[src/rtl/lws_pkg.sv]
package lws_pkg;
  typedef enum logic [1:0] {
    NAT_X2  = 2'd0,
    NAT_X4  = 2'd1,
    NAT_X8  = 2'd2,
    NAT_X16 = 2'd3
  } native_e;

  function automatic int nat_lane_count(native_e code);
    return 2 << int'(code);
  endfunction

  // group stride: x2 groups sit on 4-lane boundaries, wider groups on their own size
  function automatic int group_step(int gw);
    return (gw > 4) ? gw : 4;
  endfunction
endpackage

[src/rtl/lws_lowest.sv]
module lws_lowest #(
  parameter int N  = 16,
  parameter int LW = $clog2(N)
) (
  input  logic [N-1:0]  vec_i,
  output logic          hit_o,
  output logic [LW-1:0] idx_o
);
  always_comb begin
    hit_o = |vec_i;
    idx_o = '0;
    for (int i = N - 1; i >= 0; i--) begin
      if (vec_i[i]) idx_o = LW'(i);
    end
  end
endmodule

[src/rtl/lws_group_scan.sv]
module lws_group_scan #(
  parameter int LANES = 16,
  parameter int GW    = 2,
  parameter int STEP  = 4,
  parameter int LW    = $clog2(LANES)
) (
  input  logic [LANES-1:0] ok_i,
  output logic             hit_o,
  output logic [LW-1:0]    base_o
);
  localparam int NG = LANES / STEP;

  logic [NG-1:0] full;
  logic          unused_ok;

  assign unused_ok = ^ok_i;

  for (genvar g = 0; g < NG; g++) begin : g_grp
    assign full[g] = &ok_i[g*STEP +: GW];
  end

  always_comb begin
    hit_o  = |full;
    base_o = '0;
    for (int g = NG - 1; g >= 0; g--) begin
      if (full[g]) base_o = LW'(g * STEP);
    end
  end
endmodule

[src/rtl/link_width_sel.sv]
module link_width_sel #(
  parameter int LANES = 16,
  localparam int LW   = $clog2(LANES),
  localparam int WW   = LW + 1
) (
  input  logic             clk_i,
  input  logic             rst_ni,
  input  logic [1:0]       native_i,
  input  logic [LANES-1:0] lane_ok_i,
  input  logic             rev_i,
  input  logic             train_done_i,
  output logic [WW-1:0]    width_o,
  output logic [LW-1:0]    base_lane_o,
  output logic             rev_o,
  output logic             degraded_o,
  output logic [LW-1:0]    fail_lane_o,
  output logic             irq_o
);
  import lws_pkg::*;

  logic [WW-1:0]    nat_lanes;
  logic [LANES-1:0] nat_mask;
  logic [LANES-1:0] ok_in;
  logic [LANES-1:0] bad_in;
  logic             all_ok;

  assign nat_lanes = WW'(nat_lane_count(native_e'(native_i)));
  assign nat_mask  = ~({LANES{1'b1}} << nat_lanes);
  assign ok_in     = lane_ok_i & nat_mask;
  assign bad_in    = ~lane_ok_i & nat_mask;
  assign all_ok    = (ok_in == nat_mask);

  // level 0 = x1, level k = group of 2^k lanes
  logic [LW-1:0] lvl_hit;
  logic [LW-1:0] lvl_base [LW];

  lws_lowest #(.N(LANES), .LW(LW)) u_x1 (
    .vec_i (ok_in),
    .hit_o (lvl_hit[0]),
    .idx_o (lvl_base[0])
  );

  for (genvar lv = 1; lv < LW; lv++) begin : g_lvl
    lws_group_scan #(
      .LANES (LANES),
      .GW    (1 << lv),
      .STEP  (group_step(1 << lv)),
      .LW    (LW)
    ) u_scan (
      .ok_i   (ok_in),
      .hit_o  (lvl_hit[lv]),
      .base_o (lvl_base[lv])
    );
  end

  logic          fail_hit;
  logic [LW-1:0] fail_idx;

  lws_lowest #(.N(LANES), .LW(LW)) u_fail (
    .vec_i (bad_in),
    .hit_o (fail_hit),
    .idx_o (fail_idx)
  );

  logic [WW-1:0] sel_w;
  logic [LW-1:0] sel_b;
  logic          sel_deg;
  logic          sel_rev;

  always_comb begin
    sel_w = '0;
    sel_b = '0;
    // ascending scan: the widest allowed level overwrites narrower ones
    for (int lv = 0; lv < LW; lv++) begin
      if (lvl_hit[lv] && ((WW'(1) << lv) < nat_lanes) && !(lv == 1 && rev_i)) begin
        sel_w = WW'(1) << lv;
        sel_b = lvl_base[lv];
      end
    end
    if (all_ok) begin
      sel_w = nat_lanes;
      sel_b = '0;
    end
    sel_deg = (sel_w != '0) && !all_ok;
    sel_rev = rev_i && (sel_w > WW'(1));
  end

  always_ff @(posedge clk_i or negedge rst_ni) begin
    if (!rst_ni) begin
      width_o     <= '0;
      base_lane_o <= '0;
      rev_o       <= 1'b0;
      degraded_o  <= 1'b0;
      fail_lane_o <= '0;
      irq_o       <= 1'b0;
    end else if (train_done_i) begin
      width_o     <= sel_w;
      base_lane_o <= sel_b;
      rev_o       <= sel_rev;
      degraded_o  <= sel_deg;
      fail_lane_o <= fail_hit ? fail_idx : '0;
      irq_o       <= (sel_deg != degraded_o);
    end else begin
      irq_o       <= 1'b0;
    end
  end
endmodule

[config.mk]
export PLATFORM = sky130hd
export DESIGN_NAME = link_width_sel
export DESIGN_NICKNAME = d
export VERILOG_FILES = /design/src/rtl/lws_pkg.sv /design/src/rtl/lws_lowest.sv /design/src/rtl/lws_group_scan.sv /design/src/rtl/link_width_sel.sv
export SDC_FILE = /design/constraint.sdc
export NUM_CORES = 1
export LEC_CHECK = 0
export BUFFER_PORTS_ARGS = -buffer_cell sky130_fd_sc_hd__buf_2
export CORE_UTILIZATION = 50
export CTS_CLUSTER_DIAMETER = 30
export DETAILED_ROUTE_END_ITERATION = 8
export GPL_TIMING_DRIVEN = 0
export HOLD_SLACK_MARGIN = 0.1
export PLACE_DENSITY = 0.85
export SYNTH_ARGS = -nofsm -noshare
export SYNTH_HDL_FRONTEND = slang
export SYNTH_SLANG_ARGS = --single-unit
[constraint.sdc]
create_clock -name clk_i -period 1.4 [get_ports clk_i]
set_input_delay 0.14 -clock clk_i [delete_from_list [all_inputs] [get_ports clk_i]]
set_output_delay 0.14 -clock clk_i [all_outputs]
set_load 0.03 [all_outputs]
# == After elaboration in Yosys (flattened, before gate mapping) ==
# Cells that the tools add are included.
# op_classes
n_eq_ne,2
reduce_logical,25
n_mux,54
bitwise_logic,4
n_shift,2
magnitude_cmp,5
# ops
cell,count
4-bit two-way mux,48
16-bit bitwise AND,2
16-bit inverter,2
16-bit OR reduction,2
5-bit two-way mux,4
16-bit == test,1
4-bit AND reduction,4
8-bit AND reduction,2
16-bit by 5-bit << shifter with 16-bit output (first input constant),1
2-bit AND reduction,4
4-bit OR reduction,2
1-bit logical AND,7
5-bit by 1-bit greater-than comparator with 1-bit output (second input constant),1
1-bit by 5-bit less-than comparator with 1-bit output (first input constant),1
2-bit by 5-bit less-than comparator with 1-bit output (first input constant),1
3-bit by 5-bit less-than comparator with 1-bit output (first input constant),1
4-bit by 5-bit less-than comparator with 1-bit output (first input constant),1
5-bit nonzero test,1
2-bit by 2-bit << shifter with 5-bit output (first input constant),1
1-bit logical NOT,2
1-bit two-way mux,2
2-bit OR reduction,1
1-bit != test,1
# totals
wordCells,98
ff_bits,16

# == Logic depth before layout (Yosys ltp) ==
# depth
word_depth,25
ltp_mapped,8
ltp_nobuf,6

# == Cells and area by module ==
# Synthesis repeated with hierarchy kept, for this count alone.
# unflattened
cells_unflattened,253
hier_area_um2,1791.7
# modules_own_cells
module,seq_area_each_um2,instances,area_per_inst_um2,cells_per_inst
link_width_sel,400.4,1,1217.4,151
lws_lowest,0.0,2,176.4,34
lws_group_scan at g_lvl[2].u_scan,0.0,1,87.6,13
lws_group_scan at g_lvl[3].u_scan,0.0,1,67.6,11
lws_group_scan at g_lvl[1].u_scan,0.0,1,66.3,10

# == Least setup slack after synthesis ==
# Ideal clock, no wire load.
# synth_path
path_kind,input to register
start,input native_i[0]
end,register base_lane_o[0]
slack_ps,-38
cell_stages,6
arrival_time_ps,1343
path_buffers,1
setup_ps,95
path_cell_list,buf_6 > nor2_4 > o32ai_1 > o21ai_2 > or3b_4 > o32ai_2
# synth_between
elab_chain_len,25
elab_cells_between_ends,56
cone_classes,4 x order compare; 1 x eq/ne; 2 x shift; 28 x mux; 2 x bitwise; 19 x reduce/logical
# synth_rtl
item,line_no,source
from (decl),link_width_sel.sv:8,"input logic [1:0] native_i,"
2-bit by 2-bit << shifter with 5-bit output (*),lws_pkg.sv:10,return 2 << int'(code);
16-bit by 5-bit << shifter with 16-bit output,link_width_sel.sv:28,assign nat_mask = ~({LANES{1'b1}} << nat_lanes);
16-bit inverter,link_width_sel.sv:28,
16-bit bitwise AND,link_width_sel.sv:29,assign ok_in = lane_ok_i & nat_mask;
4-bit two-way mux (16 in a row),lws_lowest.sv:13,if (vec_i[i]) idx_o = LW'(i);
4-bit two-way mux (4 in a row),link_width_sel.sv:75,if (lvl_hit[lv] && ((WW'(1) << lv) < nat_lanes) && !(lv == 1 && rev_i)) begin
4-bit two-way mux (*),link_width_sel.sv:80,if (all_ok) begin
to (signal assigned),link_width_sel.sv:98,base_lane_o <= sel_b;
to (decl),link_width_sel.sv:13,"output logic [LW-1:0] base_lane_o,"
# Every way passes the cells marked *; elsewhere a longest branch is shown, timed or not.
# A chain may end at the register's enable or synchronous reset.

# == Final worst setup path ==
# layout_path
start,input lane_ok_i[15]
end,register base_lane_o[0]
# layout_between
elab_chain_len,22
elab_cells_between_ends,31
cone_classes,1 x eq/ne; 21 x mux; 1 x bitwise; 8 x reduce/logical
# layout_rtl
item,line_no,source
from (decl),link_width_sel.sv:9,"input logic [LANES-1:0] lane_ok_i,"
16-bit bitwise AND (*),link_width_sel.sv:29,
4-bit two-way mux (16 in a row),lws_lowest.sv:13,
4-bit two-way mux (4 in a row),link_width_sel.sv:75,
4-bit two-way mux (*),link_width_sel.sv:80,
# Marks and branches as above.

==> qor.txt <==
outcome: finished, final reports clean
total gr overflow: 0
Fmax: 740 MHz
initial antenna violation count: 0
Final Slew Violations: 0
syn nets: 189
Worst-path clk slew: 0.10 ns
Starting Density: 53.9%
LEAKAGE: 0.000742 uW
Arrival @ worst endpoint: 1.51 ns
post-route setup slack: 0.0478 ns
#FFs+latches synth: 16
Reg-to-Reg Start: degraded_o
first-pass GRT wire length: 5.86 mm
top post-synthesis cells by area: dfrtp_1, a21oi_1, nand2_1, o21ai_0, nor2_1
Crit Path Category: in -> reg
Avg Cell Area, Syn: 8.14 sq um
Post-Syn Area: 1360 sq um
IO Pins: 38
core area: 2520 sq um
WL final: 3.62 mm
Area after DPL: 1590 sq um
DRC viols: 0
n_diodes: 0
Design Area, Final: 1660 sq um
CP Launch Point: lane_ok_i[15]
DP Worst Slack: -0.320 ns
reg2reg end: irq_o
TritonRoute pass-1 iters: 4
cell taking the most area after synthesis: dfrtp_1
count of final hold-check violations: 0
worst path required time: 1.55 ns
vias in the first global route: 1,308
Post-DRT Antenna Nets: 0
Top FF cell, synth: dfrtp_1
fin crit share: 96.6%
Final nets: 228
Worst setup SP type: input port
vias per cell: 6.33
DIE AREA: 2930 sq um
CTS root buf: clkbuf_4
PD cells: 755 nW/um^2
Register-to-Register Path Depth: 2
area share of the largest cell type after synthesis: 29.4%
HPWL Detailed: 2.88 mm
largest net degree at the start of global routing: 17
Worst R2R Setup Slack: 0.62 ns
min-delay worst type: in -> reg
Clock Sinks: 16
Synth-to-Final Area Change: 21.7%
clk_skew: 0.000174 ns
total power: 1250 uW
CTS tree: done
Die Ht: 54.2 microns
clock latency on the worst-skew pair: 0.29 ns
Total GRT Usage: 27.7%
DR WL/cell: 15.4 microns
Max VDD drop: 636 uV
Synth Instances: 167
max_cap viols: 0
final setup fails: 0
Fin Hold WS: 0.117 ns
Worst setup EP type: flip-flop
htree depth: 1
share of cells above drive strength 1: 32.2%
CTS Buf Count: 3
Synth Warn #: 0
synth unique cells: 57
Longest Clk Path Bufs: 2
die width: 54.2 microns
DR iter-0 viols: 69
placement row count: 18
number of synthesized flops with an enable pin: 0
Worst-Margin Slew: 0.539 ns
routed vias: 1,487
Seq/Total Area, Yosys: 29.4%
Rel. slew slack: 64.1%
RSZ-0062 raised after global routing: no
port bufs: 33
CP max FO: 6
final RePlAce weighted congestion: 0.898
Setup Buffers After CTS: 0
top cells by count, synth: a21oi_1, dfrtp_1, nand2_1
crit path to: base_lane_o[0]
post-layout minimum cycle time: 1.35 ns
FFs w/ async S/R, synth: 100%
==> through the flow <==
| step | util [%] | TNS, ns | instances |
|---|---|---|---|
| 3_3_place_gp | 62.9 | -1.59 | 230 |
| 5_1_grt | 65.6 | 0 | 235 |
| 3_5_place_dp | 62.9 | -2.29 | 230 |
| 2_1_floorplan | - | -0.0259 | 167 |
| 6_report | 65.6 | 0 | 235 |
| 4_1_cts | 64.8 | 0 | 235 |
==> final cells by class <==
type,instances,area [sq um]
Sequential cell,16,400
Inverter,12,45.0
Tap cell,30,37.5
Buffer,10,67.6
Clock buffer,4,36.3
Fill cell,224,867
Timing Repair Buffer,34,175
Multi-Input combinational cell,129,893
==> worst min path at each step <==
stage / start / endpoint / slack (ns) / depth (start not counted)
after floorplan: rst_ni / base_lane_o[0] / -0.16 / 0
after global placement: rst_ni / base_lane_o[1] / 0.06 / 1
after detailed placement: rst_ni / fail_lane_o[2] / 0.08 / 1
after CTS: lane_ok_i[0] / base_lane_o[0] / 0.12 / 2
after global routing: lane_ok_i[0] / base_lane_o[0] / 0.13 / 2
final: train_done_i / degraded_o / 0.12 / 3
==> routing by layer <==
| metal | vias to the layer above | GRT usage [%] | routed length [microns] |
|---|---|---|---|
| met3 | 17 | 4.52 | 260 |
| li1 | 708 | - | - |
| met5 | - | 0 | 0 |
| met2 | 86 | 44.9 | 1740 |
| met1 | 676 | 37.5 | 1540 |
| met4 | 0 | 7.26 | 80 |
==> what timing repair did <==
action	in CTS	in global routing
pin swaps	0	2
gates resized for setup	1	4
setup endpoints to repair	1	6
hold endpoints to repair	16	0
hold buffers	1	0
==> cells in the final DEF, fill, tap and decap left out, types with 2 or more instances in the layout <==
master	n
nor2_1	12
or3_1	2
a2111oi_1	2
a21oi_2	2
buf_2	36
nand3_1	7
nand4_1	7
o22ai_1	2
buf_6	3
nor2b_1	2
nor3b_2	2
o31ai_1	3
o2111ai_1	2
a21o_1	2
nor4_2	2
clkbuf_1	3
dfrtp_1	16
nand2_1	15
inv_1	11
a211oi_2	2
a21oi_1	16
nand2_2	2
a211oi_1	2
o32ai_2	2
nor3_1	2
o21ai_0	9
o2bb2ai_1	3
and2_1	3
clkbuf_4	3
==> worst max-delay path, stage by stage <==
cell       delay [ns]
buf_2            0.14
nor2b_1          0.14
o21bai_1         0.14
a21oi_1          0.09
o211a_1          0.21
a2111oi_1        0.52
o32ai_2          0.13
==> sequential cells by signal (all words and copies together), names as in the netlist <==
signal	count
base_lane_o	4
degraded_o	1
fail_lane_o	4
irq_o	1
rev_o	1
width_o	5
==> where the power goes <==
| group | internal (uW) | switching, uW |
|---|---|---|
| Clock | 158 | 147 |
| Sequential | 496 | 17.8 |
| Combinational | 148 | 282 |
| Total | 803 | 447 |
==> cells by family (layout without fill, tap and decap cells) <==
family	Yosys count	after routing	synth area share, %
xor gates and xnor gates	1	1	0.644
DFF	16	16	29.4
and+or+nand+nor	66	66	28.2
AOI/OAI and AO/OA	62	62	33.4
buffers and inverters	22	60	8.28
No activity file was read; power rests on OpenSTA's default activity.
